==> config.mk <==
export PLATFORM = sky130hd
export DESIGN_NAME = dual_ramp_env
export DESIGN_NICKNAME = d
export VERILOG_FILES = /design/src/rtl/dre_pkg.sv /design/src/rtl/dre_period.sv /design/src/rtl/dre_ramp.sv /design/src/rtl/dual_ramp_env.sv
export SDC_FILE = /design/constraint.sdc
export NUM_CORES = 1
export LEC_CHECK = 0
export ABC_AREA = 1
export ABC_CLOCK_PERIOD_IN_PS = 12500
export BUFFER_PORTS_ARGS = -buffer_cell sky130_fd_sc_hd__buf_2
export CAP_MARGIN = 5
export CORE_ASPECT_RATIO = 1.4
export CORE_MARGIN = 10
export CORE_UTILIZATION = 55
export CTS_BUF_LIST = sky130_fd_sc_hd__clkbuf_4
export DETAILED_ROUTE_END_ITERATION = 8
export PLACE_DENSITY = 0.74
export RECOVER_POWER = 25
export SKIP_CTS_REPAIR_TIMING = 1
export SLEW_MARGIN = 0
export SYNTH_ARGS = -nofsm -noshare
export SYNTH_HDL_FRONTEND = slang
export SYNTH_SLANG_ARGS = --single-unit
==> constraint.sdc <==
create_clock -name clk -period 12.5 [get_ports clk]
set_input_delay 0 -clock clk [delete_from_list [all_inputs] [get_ports clk]]
set_output_delay 0 -clock clk [all_outputs]
set_load 0.05 [all_outputs]
==> src/rtl/dre_pkg.sv <==
// Shared widths, address codes and the control byte layout for the
// dual ramp envelope generator. Assumes an 8-bit write data path.
package dre_pkg;
    parameter int SPD_W   = 6;
    parameter int LVL_W   = 6;
    parameter int MST_W   = 8;
    parameter int LVL_MAX = 32;
    parameter int NUM_ENV = 2;
    localparam int TMR_W  = SPD_W + 1 + MST_W + 3;
    localparam int CFG_W  = SPD_W + 2;

    localparam logic [1:0] ADDR_VOL  = 2'd0;
    localparam logic [1:0] ADDR_GAIN = 2'd1;
    localparam logic [1:0] ADDR_MST  = 2'd2;

    typedef struct packed {
        logic             dis;
        logic             inc;
        logic [SPD_W-1:0] spd;
    } env_cfg_t;
endpackage

==> src/rtl/dre_period.sv <==
// Computes one envelope's step period in clocks: (speed+1)*master*8.
// Pure combinational; the result fits TMR_W bits for all inputs.
module dre_period
    import dre_pkg::*;
(
    input  logic [SPD_W-1:0] spd,
    input  logic [MST_W-1:0] mst,
    output logic [TMR_W-1:0] period
);
    logic [TMR_W-1:0] spd_x;
    logic [TMR_W-1:0] mst_x;

    // Widen both factors and form the shifted product
    always_comb begin
        spd_x  = TMR_W'(spd) + TMR_W'(1);
        mst_x  = TMR_W'(mst);
        period = (spd_x * mst_x) << 3;
    end
endmodule

==> src/rtl/dre_ramp.sv <==
// One ramp envelope: holds its control byte, a period timer and a level.
// Assumes period >= 8 whenever run is high (master speed nonzero).
module dre_ramp
    import dre_pkg::*;
(
    input  logic             clk,
    input  logic             rst_n,
    input  logic             wr_en,
    input  env_cfg_t         wr_val,
    input  logic             tmr_clr,
    input  logic             run,
    input  logic [TMR_W-1:0] period,
    output env_cfg_t         cfg,
    output logic [LVL_W-1:0] level
);
    logic [TMR_W-1:0] timer;
    logic             expire;
    logic             step;

    // Decide whether this edge ends a period and moves the level
    always_comb begin
        expire = run && !cfg.dis && (timer == period - TMR_W'(1));
        step   = expire && !wr_en && !tmr_clr;
    end

    // Control byte register
    always_ff @(posedge clk) begin
        if (!rst_n) begin
            cfg <= '{dis: 1'b1, inc: 1'b0, spd: '0};
        end else if (wr_en) begin
            cfg <= wr_val;
        end
    end

    // Period timer: cleared by writes and halts, wraps at the period
    always_ff @(posedge clk) begin
        if (!rst_n) begin
            timer <= '0;
        end else if (wr_en || tmr_clr) begin
            timer <= '0;
        end else if (run && !cfg.dis) begin
            timer <= expire ? '0 : timer + TMR_W'(1);
        end
    end

    // Level: direct load on disable, clamped single steps otherwise
    always_ff @(posedge clk) begin
        if (!rst_n) begin
            level <= '0;
        end else if (wr_en && wr_val.dis) begin
            level <= LVL_W'(wr_val.spd);
        end else if (step) begin
            if (cfg.inc) begin
                if (level < LVL_W'(LVL_MAX)) level <= level + LVL_W'(1);
            end else begin
                if (level != '0) level <= level - LVL_W'(1);
            end
        end
    end
endmodule

==> src/rtl/dual_ramp_env.sv <==
// Top of the dual ramp envelope generator: decodes writes, keeps the
// shared master speed, gates the two ramps and muxes the readback.
// Assumes cfg_addr/cfg_data are valid whenever cfg_we is high.
module dual_ramp_env
    import dre_pkg::*;
#(
    parameter logic [MST_W-1:0] MST_RESET = 8'hFF
) (
    input  logic             clk,
    input  logic             rst_n,
    input  logic             cfg_we,
    input  logic [1:0]       cfg_addr,
    input  logic [CFG_W-1:0] cfg_data,
    input  logic             wave_halt,
    input  logic             env_halt,
    input  logic             rd_sel,
    output logic [LVL_W-1:0] vol_level,
    output logic [LVL_W-1:0] gain_level,
    output logic [LVL_W+1:0] rd_data
);
    logic [MST_W-1:0] mst_spd;
    logic             mst_we;
    logic             run;
    logic             tmr_clr;
    logic [LVL_W-1:0] lvl [NUM_ENV];

    // Global gating shared by both ramps
    always_comb begin
        mst_we  = cfg_we && (cfg_addr == ADDR_MST);
        run     = !wave_halt && !env_halt && (mst_spd != '0);
        tmr_clr = mst_we || env_halt;
    end

    // Master speed register
    always_ff @(posedge clk) begin
        if (!rst_n) begin
            mst_spd <= MST_RESET;
        end else if (mst_we) begin
            mst_spd <= cfg_data[MST_W-1:0];
        end
    end

    for (genvar ch = 0; ch < NUM_ENV; ch++) begin : g_env
        logic             wr_ch;
        env_cfg_t         cfg_q;
        logic [TMR_W-1:0] period;

        assign wr_ch = cfg_we && (cfg_addr == 2'(ch));

        dre_period u_period (
            .spd    (cfg_q.spd),
            .mst    (mst_spd),
            .period (period)
        );

        dre_ramp u_ramp (
            .clk     (clk),
            .rst_n   (rst_n),
            .wr_en   (wr_ch),
            .wr_val  (env_cfg_t'(cfg_data)),
            .tmr_clr (tmr_clr),
            .run     (run),
            .period  (period),
            .cfg     (cfg_q),
            .level   (lvl[ch])
        );
    end

    // Output levels and marked readback
    always_comb begin
        vol_level  = lvl[0];
        gain_level = lvl[1];
        rd_data    = {1'b0, 1'b1, (rd_sel ? lvl[1] : lvl[0])};
    end
endmodule

; ---- After elaboration in Yosys (flattened, before gate mapping)
; Cells that the tools add are included.
[totals]
ff_bits = 72
latch_bits = 0
ram_bits = 0
mem_bits_ro = 0
wordCells = 82
n_memories = 0
[op_classes]
addsub = 10
n_mul = 2
div_mod_pow = 0
n_lt_le_gt_ge = 2
eq_ne = 6
shift = 0
n_mux = 13
bitwise = 1
reduce_logical = 37
[ops]
columns = cell, count
row1 = 6-bit 2-to-1 mux, 11
row2 = 18-bit by 1-bit adder with 18-bit output (second input constant), 2
row3 = 18-bit == test, 2
row4 = 18-bit by 8-bit multiplier with 15-bit output, 2
row5 = 18-bit 2-to-1 mux, 2
row6 = 18-bit by 1-bit subtractor with 18-bit output (second input constant), 2
row7 = 1-bit logical AND, 15
row8 = 6-bit by 1-bit adder with 7-bit output (second input constant), 2
row9 = 6-bit by 1-bit adder with 6-bit output (second input constant), 2
row10 = 6-bit < comparator (second input constant), 2
row11 = 6-bit nonzero test, 2
row12 = 6-bit by 1-bit subtractor with 6-bit output (second input constant), 2
row13 = 8-bit nonzero test, 1
row14 = 1-bit logical NOT, 7
row15 = 3-bit != test (second input constant), 2
row16 = 3-bit AND reduction, 2
row17 = 3-bit nonzero test, 2
row18 = 2-bit nonzero test, 2
row19 = 2-bit OR reduction, 2
row20 = 1-bit logical OR, 3
row21 = 2-bit by 1-bit == test with 1-bit output (second input constant), 1
row22 = 2-bit == test (second input constant), 1
row23 = 2-bit logical NOT, 1
row24 = 1-bit NOT, 1

; ---- Logic depth before layout (Yosys ltp)
; Gate-level depths: netlist of run 1.
[logic_depth]
depth_word = 9
ltp_mapped = 35
ltp_nobuf = 34

; ---- Cells and area by module
; Synthesis of run 1 repeated with hierarchy kept, for this count alone.
[hier_totals]
cells_unflattened = 1551
area_unflattened_um2 = 9846.9
[by_module_without_submodules]
columns = mod, instances, cells_per_inst, area_each_um2, seq_area_each_um2
row1 = dre_period, 2, 305, 2040.7, 0.0
row2 = dre_ramp at g_env[1].u_ramp, 1, 447, 2655.0, 640.6
row3 = dre_ramp at g_env[0].u_ramp, 1, 420, 2616.3, 640.6
row4 = dual_ramp_env, 1, 74, 494.2, 160.2

; ---- Worst setup path after synthesis of run 1
; No wires, ideal clock.
[synth_path]
path_type = register to register
from = reg g_env[0].u_ramp.cfg[0] in the netlist's numbering
to = reg g_env[0].u_ramp.level[0]
setup_time_ps = 115
arrival_ps = 5186
t_required_ps = 12385
setup_slack_ps = 7199
path_stages_with_launch = 32
path_buffers = 2
synth_period_minus_slack_ps = 5301
path_cell_list = dfxtp_1 -> buf_2 -> nand3_1 -> nor2_1 -> inv_1 -> o21ai_0 -> nand2_1 -> inv_1 -> nand2_1 -> fa_1 -> fa_1 -> fa_1 -> inv_1 -> fa_1 -> ha_1 -> a21oi_1 -> nor2_1 -> nor2_1 -> nand2_1 -> nand2_1 -> nand2_1 -> nor2_1 -> nand3_1 -> nand2_1 -> nand2_1 -> nand2_1 -> nand2_1 -> nor2_2 -> nand4_1 -> buf_2 -> a21oi_1 -> nor2_1
[synth_via]
elab_chain_cells = 9
[synth_rtl]
columns = item, line_no
row1 = "start, declared", dre_ramp.sv:13  ; output env_cfg_t cfg,
row2 = "start signal, assigned", dre_ramp.sv:29  ; cfg <= '{dis: 1'b1, inc: 1'b0, spd: '0};
row3 = "start signal, assigned", dre_ramp.sv:31  ; cfg <= wr_val;
row4 = 6-bit by 1-bit adder with 7-bit output, dre_period.sv:15  ; spd_x = TMR_W'(spd) + TMR_W'(1);
row5 = 18-bit by 8-bit multiplier with 15-bit output, dre_period.sv:17  ; period = (spd_x * mst_x) << 3;
row6 = 18-bit by 1-bit subtractor with 18-bit output, dre_ramp.sv:22  ; expire = run && !cfg.dis && (timer == period - TMR_W'(1));
row7 = 18-bit == test, dre_ramp.sv:22
row8 = 1-bit logical AND, dre_ramp.sv:22
row9 = 1-bit logical AND (2 in series), dre_ramp.sv:23  ; step = expire && !wr_en && !tmr_clr;
row10 = 2-bit nonzero test (no source line), -
row11 = 3-bit AND reduction (no source line), -
row12 = "end signal, assigned", dre_ramp.sv:51  ; level <= LVL_W'(wr_val.spd);
row13 = "end signal, assigned", dre_ramp.sv:54  ; if (level < LVL_W'(LVL_MAX)) level <= level + LVL_W'(1);
row14 = "end signal, assigned", dre_ramp.sv:56  ; if (level != '0) level <= level - LVL_W'(1);
row15 = "end, declared", dre_ramp.sv:14  ; output logic [LVL_W-1:0] level
; Every way passes these cells.
; A chain may end at the register's enable or synchronous reset.

; ---- Worst setup path after layout of run 1
[layout_path]
from = reg g_env[0].u_ramp.cfg[0] in the netlist's numbering
to = reg g_env[0].u_ramp.level[5]
; The elaborated chain is that of the path after synthesis.

==> run summary, run 1 <==
CRITICAL PATH
----------------------------------------------------------------------------------------------------
Data arrival time at the worst-slack endpoint .........................................      6640 ps
Worst Path Max Fanout .................................................................           11
Startpoint of the worst register-to-register path ..................................... g_env[0].u_ramp.cfg[0]$_SDFFE_PN0P_
Critical path type ....................................................................   reg -> reg
Data required time of the critical path ...............................................    12,860 ps
First element of the critical path .................................................... g_env[0].u_ramp.cfg[0]$_SDFFE_PN0P_
Critical Path Source Type .............................................................         flop
Kind of capture point of the worst setup path .........................................         flop

SYNTHESIS
----------------------------------------------------------------------------------------------------
Post-synthesis average cell area ......................................................  6.677 sq um
Main combinational cell family by area after synthesis ................................ simple AND/OR/NAND/NOR gates
Total of warnings raised by yosys .....................................................            0
Cell Area, Synth ......................................................................   8773 sq um
Biggest area consumer among synthesized cells ......................................... sky130_fd_sc_hd__dfxtp_1
Fraction of the mapped netlist area in compound gates .................................      0.07616
Simple-gate share of the synthesized area .............................................       0.3292
Most instantiated flip-flop cell in the synthesis netlist ............................. sky130_fd_sc_hd__dfxtp_1
Count of distinct cell types in the synthesized netlist ...............................           47
Parity-gate share of the synthesized area counting xor and xnor cells .................      0.06004
Share of the synthesized area in the top cell type ....................................       0.1643
Number of flip-flops and latches in the synthesized netlist ...........................           72
Most common cell in the netlist ....................................................... sky130_fd_sc_hd__nand2_1
Synthesized-area fraction occupied by adder cells .....................................       0.2510
Synthesized net count .................................................................        1,470
Sequential cell area fraction in the yosys report .....................................       0.1643
Proportion of register bits with asynchronous set or reset after synthesis ............            0
Top cells by count, synth ............................................................. sky130_fd_sc_hd__nand2_1, sky130_fd_sc_hd__inv_1, sky130_fd_sc_hd__nor2_1
Number of instances in the synthesized netlist ........................................        1,314
Top area cells in the synthesized netlist ............................................. sky130_fd_sc_hd__dfxtp_1, sky130_fd_sc_hd__fa_1, sky130_fd_sc_hd__nand2_1
Multiplexer share of the synthesized area .............................................     0.002567
EDFF count, synth .....................................................................            0

CLOCKING
----------------------------------------------------------------------------------------------------
Total clock buffers created by CTS ....................................................            9
Clock-pin slew reported for the worst setup and hold paths after clock tree synthesis .       150 ps
Clock Sink Count ......................................................................           72
CTS tree ..............................................................................          yes
Clk Tree Root Cell .................................................................... sky130_fd_sc_hd__clkbuf_4
Latest clock arrival within the worst-skew pair .......................................       460 ps
H-tree lvl count ......................................................................            3
Longest Clk Path Bufs .................................................................            2

TIMING
----------------------------------------------------------------------------------------------------
Final Cycle Share .....................................................................       0.5022
Worst setup slack after layout ........................................................      6222 ps
Final critical delay including setup and external delays ..............................      6278 ps
Final max-slew violation count ........................................................            0
Worst relative slew slack .............................................................       0.2985
Number of setup violations in the final report ........................................            0
Worst slew pin tran ...................................................................      1048 ps
Max Freq ..............................................................................    159.3 MHz
Sum of negative setup slack ...........................................................         0 ps
Setup repair after global routing missed its margin ...................................           no
Final Hold Fails ......................................................................            0
Clock tree skew after final layout ....................................................     26.11 ps

FLOW RUN
----------------------------------------------------------------------------------------------------
Reported max-cap violation count ......................................................            0

FINISH
----------------------------------------------------------------------------------------------------
Area of all placed cells without fillers ..............................................   9269 sq um
Final core utilization ................................................................       0.5939
Nets ..................................................................................        1,496
Synthesis-to-finish area growth .......................................................       5.647%
Proportion of layout cells with a drive suffix above 1 ................................      0.06766

DIE
----------------------------------------------------------------------------------------------------
Core Region ........................................................................... 15,610 sq um
Number of top-level pins ..............................................................           36
DIE HEIGHT ............................................................................ 169.4 microns
Initial Utilization ...................................................................       0.5621
Floorplan die area .................................................................... 21,470 sq um
Floorplan row count ...................................................................           54
Die W ................................................................................. 126.7 microns

DETAILED ROUTING
----------------------------------------------------------------------------------------------------
Post-detailed-route via-to-cell ratio .................................................        5.355
Total wire length .....................................................................     21.79 mm
Starting DRT DRC Count ................................................................          460
Final antenna-violating net count .....................................................            0
Number of DRC violations after detailed routing .......................................            0
Count of TritonRoute iterations in the first routing pass .............................            7
Mean routed wirelength per cell ....................................................... 14.13 microns
Via total after detailed routing ......................................................        8,257

PWR
----------------------------------------------------------------------------------------------------
Overall power .........................................................................   0.001075 W
Power density over the cells .......................................................... 115.9 nW/um^2
Leakage power total ...................................................................     4.813 nW
Maximum vdd ir drop ...................................................................    0.1029 mV

GLOBAL ROUTING
----------------------------------------------------------------------------------------------------
Overflow after GRT ....................................................................            0
Maximum number of pins on one net before global-route repair ..........................           35
Via count of the first global-routing pass ............................................        8,075
Wire length of the first global-routing pass ..........................................     36.16 mm
Global router's overall resource usage ................................................       0.2011
Antenna violations before repair ......................................................            1

PLACEMENT
----------------------------------------------------------------------------------------------------
Placed cell areas .....................................................................   9052 sq um
Weighted congestion reported at the end of routability-driven placement ...............       0.9168
# port buffers ........................................................................           33
Post-detailed-placement half-perimeter wirelength .....................................     17.79 mm
Setup slack at placement ..............................................................      6317 ps

MIN PATH
----------------------------------------------------------------------------------------------------
Class of the most critical hold timing path ...........................................    in -> reg
Launch instance of the worst min-delay path ...........................................     env_halt

OUTCOME
----------------------------------------------------------------------------------------------------
Status ................................................................................ complete, no violations

-- report_power, final --
part	leakage (nW)	switching (W)	internal, W
combinational	4.17	0.000448	0.000238
sequential	0.584	0.00000846	0.000235
clock	0.0615	0.000101	0.0000440
total	4.81	0.000558	0.000517
-- final cells by class --
type | count | area (sq um)
multi-input combinational | 979 | 6315
inverter | 236 | 885.9
antenna | 1 | 2.502
clock buffer | 9 | 67.56
tap | 196 | 245.2
clock inverter | 7 | 60.06
sequential | 72 | 1441
timing repair buffer | 42 | 251.5
fill | 1526 | 6339
-- critical path: stages, from the launching register on --
cell	delay [ps]
sky130_fd_sc_hd__dfxtp_1	550
sky130_fd_sc_hd__nand3_1	150
sky130_fd_sc_hd__nor2_1	150
sky130_fd_sc_hd__inv_1	70
sky130_fd_sc_hd__o21ai_0	140
sky130_fd_sc_hd__nand2_1	180
sky130_fd_sc_hd__inv_1	140
sky130_fd_sc_hd__nand2_1	90
sky130_fd_sc_hd__fa_1	500
sky130_fd_sc_hd__fa_1	530
sky130_fd_sc_hd__fa_1	560
sky130_fd_sc_hd__inv_1	60
sky130_fd_sc_hd__fa_1	470
sky130_fd_sc_hd__ha_1	360
sky130_fd_sc_hd__nand2_1	100
sky130_fd_sc_hd__nor3_1	250
sky130_fd_sc_hd__nand3_1	150
sky130_fd_sc_hd__nand3_1	130
sky130_fd_sc_hd__a21oi_1	80
sky130_fd_sc_hd__or2_2	270
sky130_fd_sc_hd__nand2_1	90
sky130_fd_sc_hd__inv_1	50
sky130_fd_sc_hd__nand2_1	60
sky130_fd_sc_hd__nand2_1	70
sky130_fd_sc_hd__nor2_1	130
sky130_fd_sc_hd__nand4_1	450
sky130_fd_sc_hd__a21oi_1	310
sky130_fd_sc_hd__nor2_1	70
-- registers in the layout (all words and copies together) (netlist names) --
register	cells
g_env.u_ramp.cfg	16
g_env.u_ramp.timer	36
mst_spd	8
g_env.u_ramp.level	12
-- final timing paths --
path                                                         endpoint  slack [ps]  cells after the start
worst max register to register  g_env[0].u_ramp.level[5]$_SDFFE_PN0P_        6220                     27
worst min-delay path            g_env[1].u_ramp.timer[0]$_SDFFE_PP0P_           7                      4
worst min register to register  g_env[1].u_ramp.timer[2]$_SDFFE_PP0P_         500                      2
worst max-delay path            g_env[0].u_ramp.level[5]$_SDFFE_PN0P_        6220                     27
-- per-layer routing --
layer,part of all wire,vias to the layer above,track usage
li1,-,4160,-
met1,0.38,3796,0.2035
met2,0.54,215,0.3873
met3,0.033,86,0.02470
met4,0.050,0,0.1067
met5,0,-,0
-- metrics by stage --
step	hold WS, ps	cells
after detailed placement	265.5	1516
after CTS	-212.4	1532
after global placement	265.2	1516
after global routing	13.17	1542
after floorplan	130.4	1314
final	6.741	1542
-- cells in the final DEF, fill, tap and decap left out, drive strengths merged --
cell / instances
nand2: 327
inv: 240
nor2: 183
nand3: 87
ha: 80
dfxtp: 72
fa: 60
o21ai: 48
a21oi: 45
xor2: 37
buf: 30
nand4: 22
nor3: 20
xnor2: 18
clkbuf: 12
o211ai: 10
dlygate4sd3: 9
nand3b: 6
nor3b: 5
or2: 4
a31oi: 3
o21bai: 3
clkinvlp: 3
a21boi: 3
and2: 2
xnor3: 2
a211oi: 2
mux2: 2
nor4: 2
o22ai: 2
conb: 2
diode: 1
a31o: 1
and3: 1
a41oi: 1
o31ai: 1
-- logic make-up after synthesis --
logic type               count (synthesis)
other                                    2
AO/OA/AOI/OAI                          119
flip-flops                              72
AND/OR/NAND/NOR                        659
XOR/XNOR                                57
buffers and inverters                  263
multiplexers                             2
adder cells (fa/ha/maj)                140
Note: power is estimated with default switching activity, not from simulation.
==> run 2, diff against run 1 <==
Settings changed: ABC_AREA 1 to 0, ABC_CLOCK_PERIOD_IN_PS 12500 to 5500, PLACE_DENSITY 0.74 to 0.77.
Clock period 12.5 ns to 5.5 ns, I/O delays scaled along.
==> run 2 against run 1 <==
Effect of this change:
- the flow now finishes with violations (setup timing)
- via count down 2.5%
- power increased by 110%
- sequential cell count is the same
- global-route usage fell by 0.19 points
- wire length rose by 5.7%
- worst hold slack improved by 4.1 ps
- maximum frequency is 4.8% higher
- sequential power increased by 130%
- utilization increased by 14 points
- clock skew shrank 13 ps
- highest routed layer unchanged
==> run summary, run 2 <==
CRITICAL PATH
----------------------------------------------------------------------------------------------------
R2R cell count ........................................................................           22   -19%
Worst Path Max Fanout .................................................................            5   -6
Register-to-Register Setup Slack ......................................................      -490 ps   -6710 ps
Data required time of the critical path ...............................................      5870 ps   -6990 ps
Worst reg2reg path endpoint ........................................................... g_env[1].u_ramp.level[0]$_SDFFE_PN0P_
Biggest cell delay along the critical path ............................................       590 ps   +30 ps
Top cell by count, worst path ......................................................... sky130_fd_sc_hd__fa_1
Cell class contributing the biggest share of worst-path delay .........................  adder cells
Critical Path, Cell by Cell ........................................................... and3_4, nand3_4, xnor2_4, nand2_2, fa_1, fa_1, fa_1, inv_2, fa_1, ha_4, or3_4, a21oi_2, a2bb2oi_2, or3_1, or3_1, a32oi_1, nand4b_1, buf_4, nor3_4, buf_6, a211oi_1, a211oi_1
Kind of capture point of the worst setup path .........................................         flop
Slowest CP cell ....................................................................... sky130_fd_sc_hd__fa_1
Buffers plus inverters on the worst setup path ........................................            3   -1
Data arrival time at the worst-slack endpoint .........................................      6360 ps   -280 ps
Startpoint of the worst register-to-register path ..................................... g_env[1].u_ramp.cfg[0]$_SDFFE_PN0P_
Critical Path Source Type .............................................................         flop
Critical path type ....................................................................   reg -> reg

GLOBAL ROUTING
----------------------------------------------------------------------------------------------------
Antenna violations before repair ......................................................            1   unchanged
Via count of the first global-routing pass ............................................        7,959   -1.4%
Global router's overall resource usage ................................................       0.1991   -0.001930
Overflow after GRT ....................................................................            0   unchanged
Wire length of the first global-routing pass ..........................................     35.99 mm   -0.48%
Maximum number of pins on one net before global-route repair ..........................           45   +29%

SYNTHESIS
----------------------------------------------------------------------------------------------------
Post-synthesis average cell area ......................................................  8.231 sq um   +23%
Synthesized net count .................................................................        1,205   -18%
Proportion of register bits with asynchronous set or reset after synthesis ............            0   unchanged
Biggest area consumer among synthesized cells ......................................... sky130_fd_sc_hd__dfxtp_1
Cell Area, Synth ......................................................................   8635 sq um   -1.6%
Number of instances in the synthesized netlist ........................................        1,049   -20%
EDFF count, synth .....................................................................            0   unchanged
Number of flip-flops and latches in the synthesized netlist ...........................           72   unchanged
Sequential cell area fraction in the yosys report .....................................       0.1669   +0.002643
Top cells by count, synth ............................................................. sky130_fd_sc_hd__nand2_1, sky130_fd_sc_hd__inv_1, sky130_fd_sc_hd__ha_1
Most instantiated flip-flop cell in the synthesis netlist ............................. sky130_fd_sc_hd__dfxtp_1
Count of distinct cell types in the synthesized netlist ...............................           74   +57%
Most common cell in the netlist ....................................................... sky130_fd_sc_hd__nand2_1
Share of the synthesized area in the top cell type ....................................       0.1669   +0.002643
Top area cells in the synthesized netlist ............................................. sky130_fd_sc_hd__dfxtp_1, sky130_fd_sc_hd__fa_1, sky130_fd_sc_hd__ha_1
Total of warnings raised by yosys .....................................................            0   unchanged

CLOCKING
----------------------------------------------------------------------------------------------------
Clk Tree Root Cell .................................................................... sky130_fd_sc_hd__clkbuf_4
Clock-pin slew reported for the worst setup and hold paths after clock tree synthesis .       140 ps   about the same
H-tree lvl count ......................................................................            3   unchanged
Latest clock arrival within the worst-skew pair .......................................       470 ps   about the same
Clock Sink Count ......................................................................           72   unchanged
CTS tree ..............................................................................          yes
Longest Clk Path Bufs .................................................................            2   unchanged
Total clock buffers created by CTS ....................................................            9   unchanged

FLOW RUN
----------------------------------------------------------------------------------------------------
Reported max-cap violation count ......................................................            0   unchanged

DIE
----------------------------------------------------------------------------------------------------
Number of top-level pins ..............................................................           36   unchanged
Core Region ........................................................................... 15,470 sq um   -0.87%
Floorplan die area .................................................................... 21,180 sq um   -1.4%
Die W ................................................................................. 125.9 microns   -0.67%
DIE HEIGHT ............................................................................ 168.3 microns   -0.70%
Initial Utilization ...................................................................       0.5581   -0.004067
Floorplan row count ...................................................................           54   unchanged

TIMING
----------------------------------------------------------------------------------------------------
Clock tree skew after final layout ....................................................     13.52 ps   -12.58 ps
Number of setup violations in the final report ........................................           48   +48
Setup repair after global routing missed its margin ...................................          yes
Final max-slew violation count ........................................................            0   unchanged
Max Freq ..............................................................................    167.0 MHz   +4.8%
Worst setup slack after layout ........................................................    -489.3 ps   -6712 ps
Final Hold Fails ......................................................................            0   unchanged
Final critical delay including setup and external delays ..............................      5989 ps   -288.4 ps
Worst relative slew slack .............................................................       0.4439   +0.1454
Worst slew pin tran ...................................................................     831.1 ps   -217.3 ps
Hold Worst Slack ......................................................................     10.80 ps   +4.058 ps
Sum of negative setup slack ...........................................................   -17,820 ps   -17,820 ps
Final Cycle Share .....................................................................        1.089   +0.5868

DETAILED ROUTING
----------------------------------------------------------------------------------------------------
Starting DRT DRC Count ................................................................          431   -6.3%
Via total after detailed routing ......................................................        8,053   -2.5%
Count of TritonRoute iterations in the first routing pass .............................            5   -2
Mean routed wirelength per cell ....................................................... 16.34 microns   +16%
Number of DRC violations after detailed routing .......................................            0   unchanged
Final antenna-violating net count .....................................................            0   unchanged
Post-detailed-route via-to-cell ratio .................................................        5.715   +6.7%
Total wire length .....................................................................     23.02 mm   +5.7%

FINISH
----------------------------------------------------------------------------------------------------
Number of flip-flops in the largest register ..........................................           36   unchanged
Leading cell type in the layout, fill and taps excluded ............................... sky130_fd_sc_hd__buf_4
Area of all placed cells without fillers .............................................. 11,320 sq um   +22%
Synthesis-to-finish area growth .......................................................       31.11%
Largest register by flop count ........................................................ g_env.u_ramp.timer
Most frequent cells in the layout ..................................................... sky130_fd_sc_hd__buf_4, sky130_fd_sc_hd__nand2_1, sky130_fd_sc_hd__inv_1
Nets ..................................................................................        1,363   -8.9%
Final instance count without filler cells .............................................        1,409   -8.6%
Fillers ...............................................................................        1,071   -30%
Registers with the most flip-flops .................................................... g_env.u_ramp.timer (36), g_env.u_ramp.cfg (16), g_env.u_ramp.level (12)
Proportion of layout cells with a drive suffix above 1 ................................       0.2929   +0.2252

PWR
----------------------------------------------------------------------------------------------------
Maximum vdd ir drop ...................................................................    0.2963 mV   +190%
Overall power .........................................................................   0.002244 W   +110%
Leakage power total ...................................................................     4.909 nW   +2.0%
Power density over the cells .......................................................... 198.2 nW/um^2   +71%

PLACEMENT
----------------------------------------------------------------------------------------------------
Post-Place Cells ......................................................................        1,363   -10%
Weighted congestion reported at the end of routability-driven placement ...............       0.8674   -5.4%
Post-detailed-placement half-perimeter wirelength .....................................     16.87 mm   -5.2%
Placed cell areas ..................................................................... 10,150 sq um   +12%
# port buffers ........................................................................           33   unchanged

MIN PATH
----------------------------------------------------------------------------------------------------
Launch instance of the worst min-delay path ...........................................  cfg_addr[0]
Hold-critical path depth ..............................................................            4   unchanged
Class of the most critical hold timing path ...........................................    in -> reg
Endpoint of the worst hold-timing path ................................................ g_env[0].u_ramp.timer[0]$_SDFFE_PP0P_

OUTCOME
----------------------------------------------------------------------------------------------------
Violations in the final reports ....................................................... setup timing
Status ................................................................................ finished with violations

[run 2: cell types whose count changed after synthesis, moves of 12 or more]
cell                       before  now
sky130_fd_sc_hd__nand2_1      317  111
sky130_fd_sc_hd__inv_1        231   90
sky130_fd_sc_hd__nor2_1       169   79
sky130_fd_sc_hd__and2_1         2   59
sky130_fd_sc_hd__nand3_1       84   38
sky130_fd_sc_hd__xnor2_1       18   61
sky130_fd_sc_hd__nor2b_1        0   41
sky130_fd_sc_hd__o21ai_0       48   16
sky130_fd_sc_hd__and3_1         1   18
sky130_fd_sc_hd__a21o_1         0   15
sky130_fd_sc_hd__nand2b_1       0   14
sky130_fd_sc_hd__nor4_1         0   12
[run 2: cells by family (layout without fill, tap and decap cells)]
family	after synthesis	count (layout)	share of synthesized area
compound gates	153	153	0.1271
fa+ha+maj	140	140	0.2550
xor+xnor	110	110	0.1164
buf+inv	128	291	0.05854
mux	15	15	0.01840
simple gates	429	429	0.2568
other cells	2	3	0.0008698
flops	72	72	0.1669
[run 2: area by class of cell]
type | count | area [sq um] | area share
antenna | 1 | 2.502 | 0.0002210
clock buffer | 9 | 67.56 | 0.005968
clock inverter | 7 | 53.80 | 0.004752
inverter | 90 | 340.3 | 0.03006
multi-input combinational | 849 | 7686 | 0.6789
sequential | 72 | 1469 | 0.1298
tap | 196 | 245.2 | 0.02166
timing repair buffer | 185 | 1456 | 0.1286
[run 2: layer usage]
metal	wire (microns)	share of wire	track usage	vias up
li1	-	-	-	3857
met1	8752	0.38	0.2060	3939
met2	12660	0.55	0.3820	176
met3	638	0.028	0.02640	81
met4	964	0.042	0.09330	0
met5	0	0	0	-
[run 2: tightest hold or removal path, stage by stage]
cell	delay (ps)
sky130_fd_sc_hd__buf_2	110
sky130_fd_sc_hd__nand2b_1	160
sky130_fd_sc_hd__nand2_1	130
sky130_fd_sc_hd__a21oi_1	50
[run 2: worst max path at each step]
stage | start | endpoint | slack (ps) | cells after the start
global placement | g_env[1].u_ramp.cfg[1]$_SDFFE_PN0P_ | g_env[1].u_ramp.level[4]$_SDFFE_PN0P_ | -410 | 21
global route | g_env[1].u_ramp.cfg[1]$_SDFFE_PN0P_ | g_env[1].u_ramp.level[0]$_SDFFE_PN0P_ | -750 | 22
detailed placement | g_env[1].u_ramp.cfg[1]$_SDFFE_PN0P_ | g_env[1].u_ramp.level[4]$_SDFFE_PN0P_ | -490 | 22
floorplan | g_env[1].u_ramp.cfg[0]$_SDFFE_PN0P_ | g_env[1].u_ramp.level[1]$_SDFFE_PN0P_ | -250 | 22
CTS | g_env[1].u_ramp.cfg[1]$_SDFFE_PN0P_ | g_env[1].u_ramp.level[4]$_SDFFE_PN0P_ | -510 | 22
finish | g_env[1].u_ramp.cfg[0]$_SDFFE_PN0P_ | g_env[1].u_ramp.level[0]$_SDFFE_PN0P_ | -490 | 22
[run 2: metrics by stage]
step / setup slack [ps] / utilization
6_report: -489.3 / 0.7317
5_1_grt: -746.4 / 0.7317
4_1_cts: -505.1 / 0.6639
3_5_place_dp: -487.6 / 0.6561
3_3_place_gp: -411.3 / 0.6561
2_1_floorplan: -252.7 / -
[run 2: power by group]
part | switching, W | internal [W] | total (W)
combinational | 0.000696 | 0.000674 | 0.00137
sequential | 0.0000180 | 0.000530 | 0.000548
clock | 0.000230 | 0.0000968 | 0.000327
==> run 3, diff against run 2 <==
Settings changed: ABC_AREA 0 to default, GPL_TIMING_DRIVEN from default to 1, REMOVE_ABC_BUFFERS from default to 1.
==> run 3 against run 2 <==
Effect of this change:
- the run still ends with setup timing left
- final cell count is 0.78% higher
- global-route usage hardly changed
- power is 2.1% higher
- largest cell class unchanged
- first-iteration DRC count is 24% higher
- design area is 1.3% lower
==> run summary, run 3 (synthesized netlist as in run 2, its figures left out) <==
TIMING
----------------------------------------------------------------------------------------------------
Final max-slew violation count ........................................................            0   unchanged
Worst relative slew slack .............................................................       0.4042   -0.03970
Final critical delay including setup and external delays ..............................      5987 ps   -2.611 ps
Clock tree skew after final layout ....................................................     19.43 ps   +5.906 ps
Final Hold Fails ......................................................................            0   unchanged
Worst setup slack after layout ........................................................    -486.7 ps   +2.611 ps
Number of setup violations in the final report ........................................           48   unchanged
Worst slew pin tran ...................................................................     890.4 ps   +59.33 ps
Max Freq ..............................................................................    167.0 MHz   about the same
Final Cycle Share .....................................................................        1.088   about the same
Setup repair after global routing missed its margin ...................................          yes

CLOCKING
----------------------------------------------------------------------------------------------------
CTS tree ..............................................................................          yes
Clock Sink Count ......................................................................           72   unchanged
Latest clock arrival within the worst-skew pair .......................................       470 ps   about the same
Clock-pin slew reported for the worst setup and hold paths after clock tree synthesis .       140 ps   about the same
Total clock buffers created by CTS ....................................................            9   unchanged
Longest Clk Path Bufs .................................................................            2   unchanged
Clk Tree Root Cell .................................................................... sky130_fd_sc_hd__clkbuf_4
H-tree lvl count ......................................................................            3   unchanged

GLOBAL ROUTING
----------------------------------------------------------------------------------------------------
Met1 demand-to-capacity share in global routing .......................................       0.2070   +0.001029
Met2 capacity usage during global routing .............................................       0.3861   +0.004071
Most Crowded Layer GR .................................................................         met2
Via count of the first global-routing pass ............................................        8,167   +2.6%
Maximum number of pins on one net before global-route repair ..........................           45   unchanged
Routing usage on met3 .................................................................      0.02231   -0.004085
Wire length of the first global-routing pass ..........................................     36.27 mm   +0.77%
Overflow after GRT ....................................................................            0   unchanged
Antenna violations before repair ......................................................            1   unchanged
Global router's overall resource usage ................................................       0.1987   -0.0004972

PLACEMENT
----------------------------------------------------------------------------------------------------
Post-detailed-placement half-perimeter wirelength .....................................     17.22 mm   +2.1%
Setup slack at placement ..............................................................    -764.4 ps   -276.9 ps
# port buffers ........................................................................           33   unchanged
Weighted congestion reported at the end of routability-driven placement ...............       0.8918   +2.8%
Placed cell areas .....................................................................   9913 sq um   -2.3%

DIE
----------------------------------------------------------------------------------------------------
Floorplan row count ...................................................................           54   unchanged
Core Region ........................................................................... 15,470 sq um   unchanged
DIE HEIGHT ............................................................................ 168.3 microns   unchanged
Number of top-level pins ..............................................................           36   unchanged
Floorplan die area .................................................................... 21,180 sq um   unchanged
Die W ................................................................................. 125.9 microns   unchanged
Initial Utilization ...................................................................       0.5581   unchanged

OUTCOME
----------------------------------------------------------------------------------------------------
Status ................................................................................ finished with violations
Violations in the final reports ....................................................... setup timing

FINISH
----------------------------------------------------------------------------------------------------
Area of all sequential standard cells .................................................   1465 sq um   -0.26%
Most frequent cells in the layout ..................................................... sky130_fd_sc_hd__buf_4, sky130_fd_sc_hd__nand2_1, sky130_fd_sc_hd__inv_1
Fillers ...............................................................................        1,067   -0.37%
Area of all placed cells without fillers .............................................. 11,170 sq um   -1.3%
Synthesis-to-finish area growth .......................................................       29.39%
Final core utilization ................................................................       0.7221   -0.009624
Leading cell type in the layout, fill and taps excluded ............................... sky130_fd_sc_hd__buf_4
Number of flip-flops in the largest register ..........................................           36   unchanged
Area occupied by multi-input gates ....................................................   7460 sq um   -2.9%
Registers with the most flip-flops .................................................... g_env.u_ramp.timer (36), g_env.u_ramp.cfg (16), g_env.u_ramp.level (12)
Nets ..................................................................................        1,374   +0.81%
Proportion of layout cells with a drive suffix above 1 ................................       0.2805   -0.01245
Largest register by flop count ........................................................ g_env.u_ramp.timer

DETAILED ROUTING
----------------------------------------------------------------------------------------------------
Via total after detailed routing ......................................................        8,312   +3.2%
Total wire length .....................................................................     25.11 mm   +9.1%
Final antenna-violating net count .....................................................            0   unchanged
Count of TritonRoute iterations in the first routing pass .............................            5   unchanged
Number of DRC violations after detailed routing .......................................            0   unchanged
Starting DRT DRC Count ................................................................          535   +24%
Post-detailed-route via-to-cell ratio .................................................        5.854   +2.4%
Mean routed wirelength per cell ....................................................... 17.68 microns   +8.2%

PWR
----------------------------------------------------------------------------------------------------
Leakage power total ...................................................................     4.890 nW   -0.37%
Clock network power share .............................................................        0.151   +0.005
Flop pwr share ........................................................................        0.241   -0.003
Switching share of power ..............................................................       0.4203   about the same
Part of the total power dissipated in combinational logic .............................        0.608   -0.002
Internal ..............................................................................   0.001328 W   +2.1%
Switching power .......................................................................  0.0009625 W   +2.0%
Power density over the cells .......................................................... 205.0 nW/um^2   +3.4%
Maximum vdd ir drop ...................................................................    0.2952 mV   -0.36%

MIN PATH
----------------------------------------------------------------------------------------------------
Hold-critical path depth ..............................................................            2   -2
Class of the most critical hold timing path ...........................................    in -> reg
Launch instance of the worst min-delay path ...........................................        rst_n
Endpoint of the worst hold-timing path ................................................ g_env[1].u_ramp.cfg[7]$_SDFFE_PN1P_

FLOW RUN
----------------------------------------------------------------------------------------------------
Reported max-cap violation count ......................................................            0   unchanged

CRITICAL PATH
----------------------------------------------------------------------------------------------------
Kind of capture point of the worst setup path .........................................         flop
R2R cell count ........................................................................           23   +4.5%
Buffers plus inverters on the worst setup path ........................................            5   +2
Critical Path Source Type .............................................................         flop
Biggest cell delay along the critical path ............................................       580 ps   about the same
Top cell by count, worst path ......................................................... sky130_fd_sc_hd__fa_1
Slowest CP cell ....................................................................... sky130_fd_sc_hd__fa_2
Critical Path, Cell by Cell ........................................................... ha_4, xor2_1, buf_4, and2_4, fa_1, inv_2, fa_2, fa_1, inv_2, fa_1, ha_4, o211ai_1, o211ai_1, o21ai_1, xor2_1, nand4_1, or3_1, a32oi_1, a22oi_2, buf_4, clkbuf_16, a211o_2, o311a_1
Critical path type ....................................................................   reg -> reg
Data required time of the critical path ...............................................      5870 ps   about the same
Worst reg2reg path endpoint ........................................................... g_env[1].u_ramp.level[1]$_SDFFE_PN0P_
Startpoint of the worst register-to-register path ..................................... g_env[1].u_ramp.cfg[1]$_SDFFE_PN0P_
Worst Path Max Fanout .................................................................            7   +2
Data arrival time at the worst-slack endpoint .........................................      6360 ps   about the same
Cell class contributing the biggest share of worst-path delay .........................  adder cells
Register-to-Register Setup Slack ......................................................      -490 ps   about the same

run 3: layout make-up:
cell class / count / area share
repair buffers: 196 / 0.1370
flip-flops and latches: 72 / 0.1311
well taps: 196 / 0.02195
multi-input cells: 849 / 0.6677
clock buffers: 9 / 0.006048
inverters: 90 / 0.03046
diodes: 1 / 0.0002240
clock inverters: 7 / 0.005488
run 3: worst max path at each step:
stage / slack [ps] / startpoint / depth (start not counted) / endpoint
CTS: -800 / g_env[1].u_ramp.cfg[0]$_SDFFE_PN0P_ / 21 / g_env[1].u_ramp.level[3]$_SDFFE_PN0P_
global route: -670 / g_env[1].u_ramp.cfg[1]$_SDFFE_PN0P_ / 25 / g_env[1].u_ramp.level[1]$_SDFFE_PN0P_
global placement: -600 / g_env[1].u_ramp.cfg[0]$_SDFFE_PN0P_ / 21 / g_env[1].u_ramp.level[3]$_SDFFE_PN0P_
detailed placement: -760 / g_env[0].u_ramp.cfg[0]$_SDFFE_PN0P_ / 20 / g_env[0].u_ramp.level[0]$_SDFFE_PN0P_
finish: -490 / g_env[1].u_ramp.cfg[1]$_SDFFE_PN0P_ / 23 / g_env[1].u_ramp.level[1]$_SDFFE_PN0P_
floorplan: -770 / g_env[1].u_ramp.cfg[0]$_SDFFE_PN0P_ / 20 / g_env[1].u_ramp.timer[10]$_SDFFE_PP0P_
run 3: stage by stage:
stage          TNS [ps]  instances  total power, W  hold WS, ps
6_report         -19500       1420        0.002290        36.62
4_1_cts          -32070       1389        0.002067       -230.8
5_1_grt          -28570       1420        0.002429        49.44
3_3_place_gp     -20400       1373        0.001692        260.9
3_5_place_dp     -30930       1373        0.001722        260.9
2_1_floorplan    -30000       1011        0.001284        71.83
run 3: power by group through the flow:
stage	Clock, W	Sequential, W	Combinational, W
after floorplan	0	0.000567	0.000716
after global placement	0	0.000559	0.00113
after detailed placement	0	0.000559	0.00116
after CTS	0.000346	0.000548	0.00117
after global routing	0.000368	0.000552	0.00151
final	0.000346	0.000551	0.00139
run 3: per-layer routing:
layer	part of all wire	up-vias
met5	0	-
met4	0.051	0
met3	0.037	120
met2	0.56	277
met1	0.36	4030
li1	-	3885
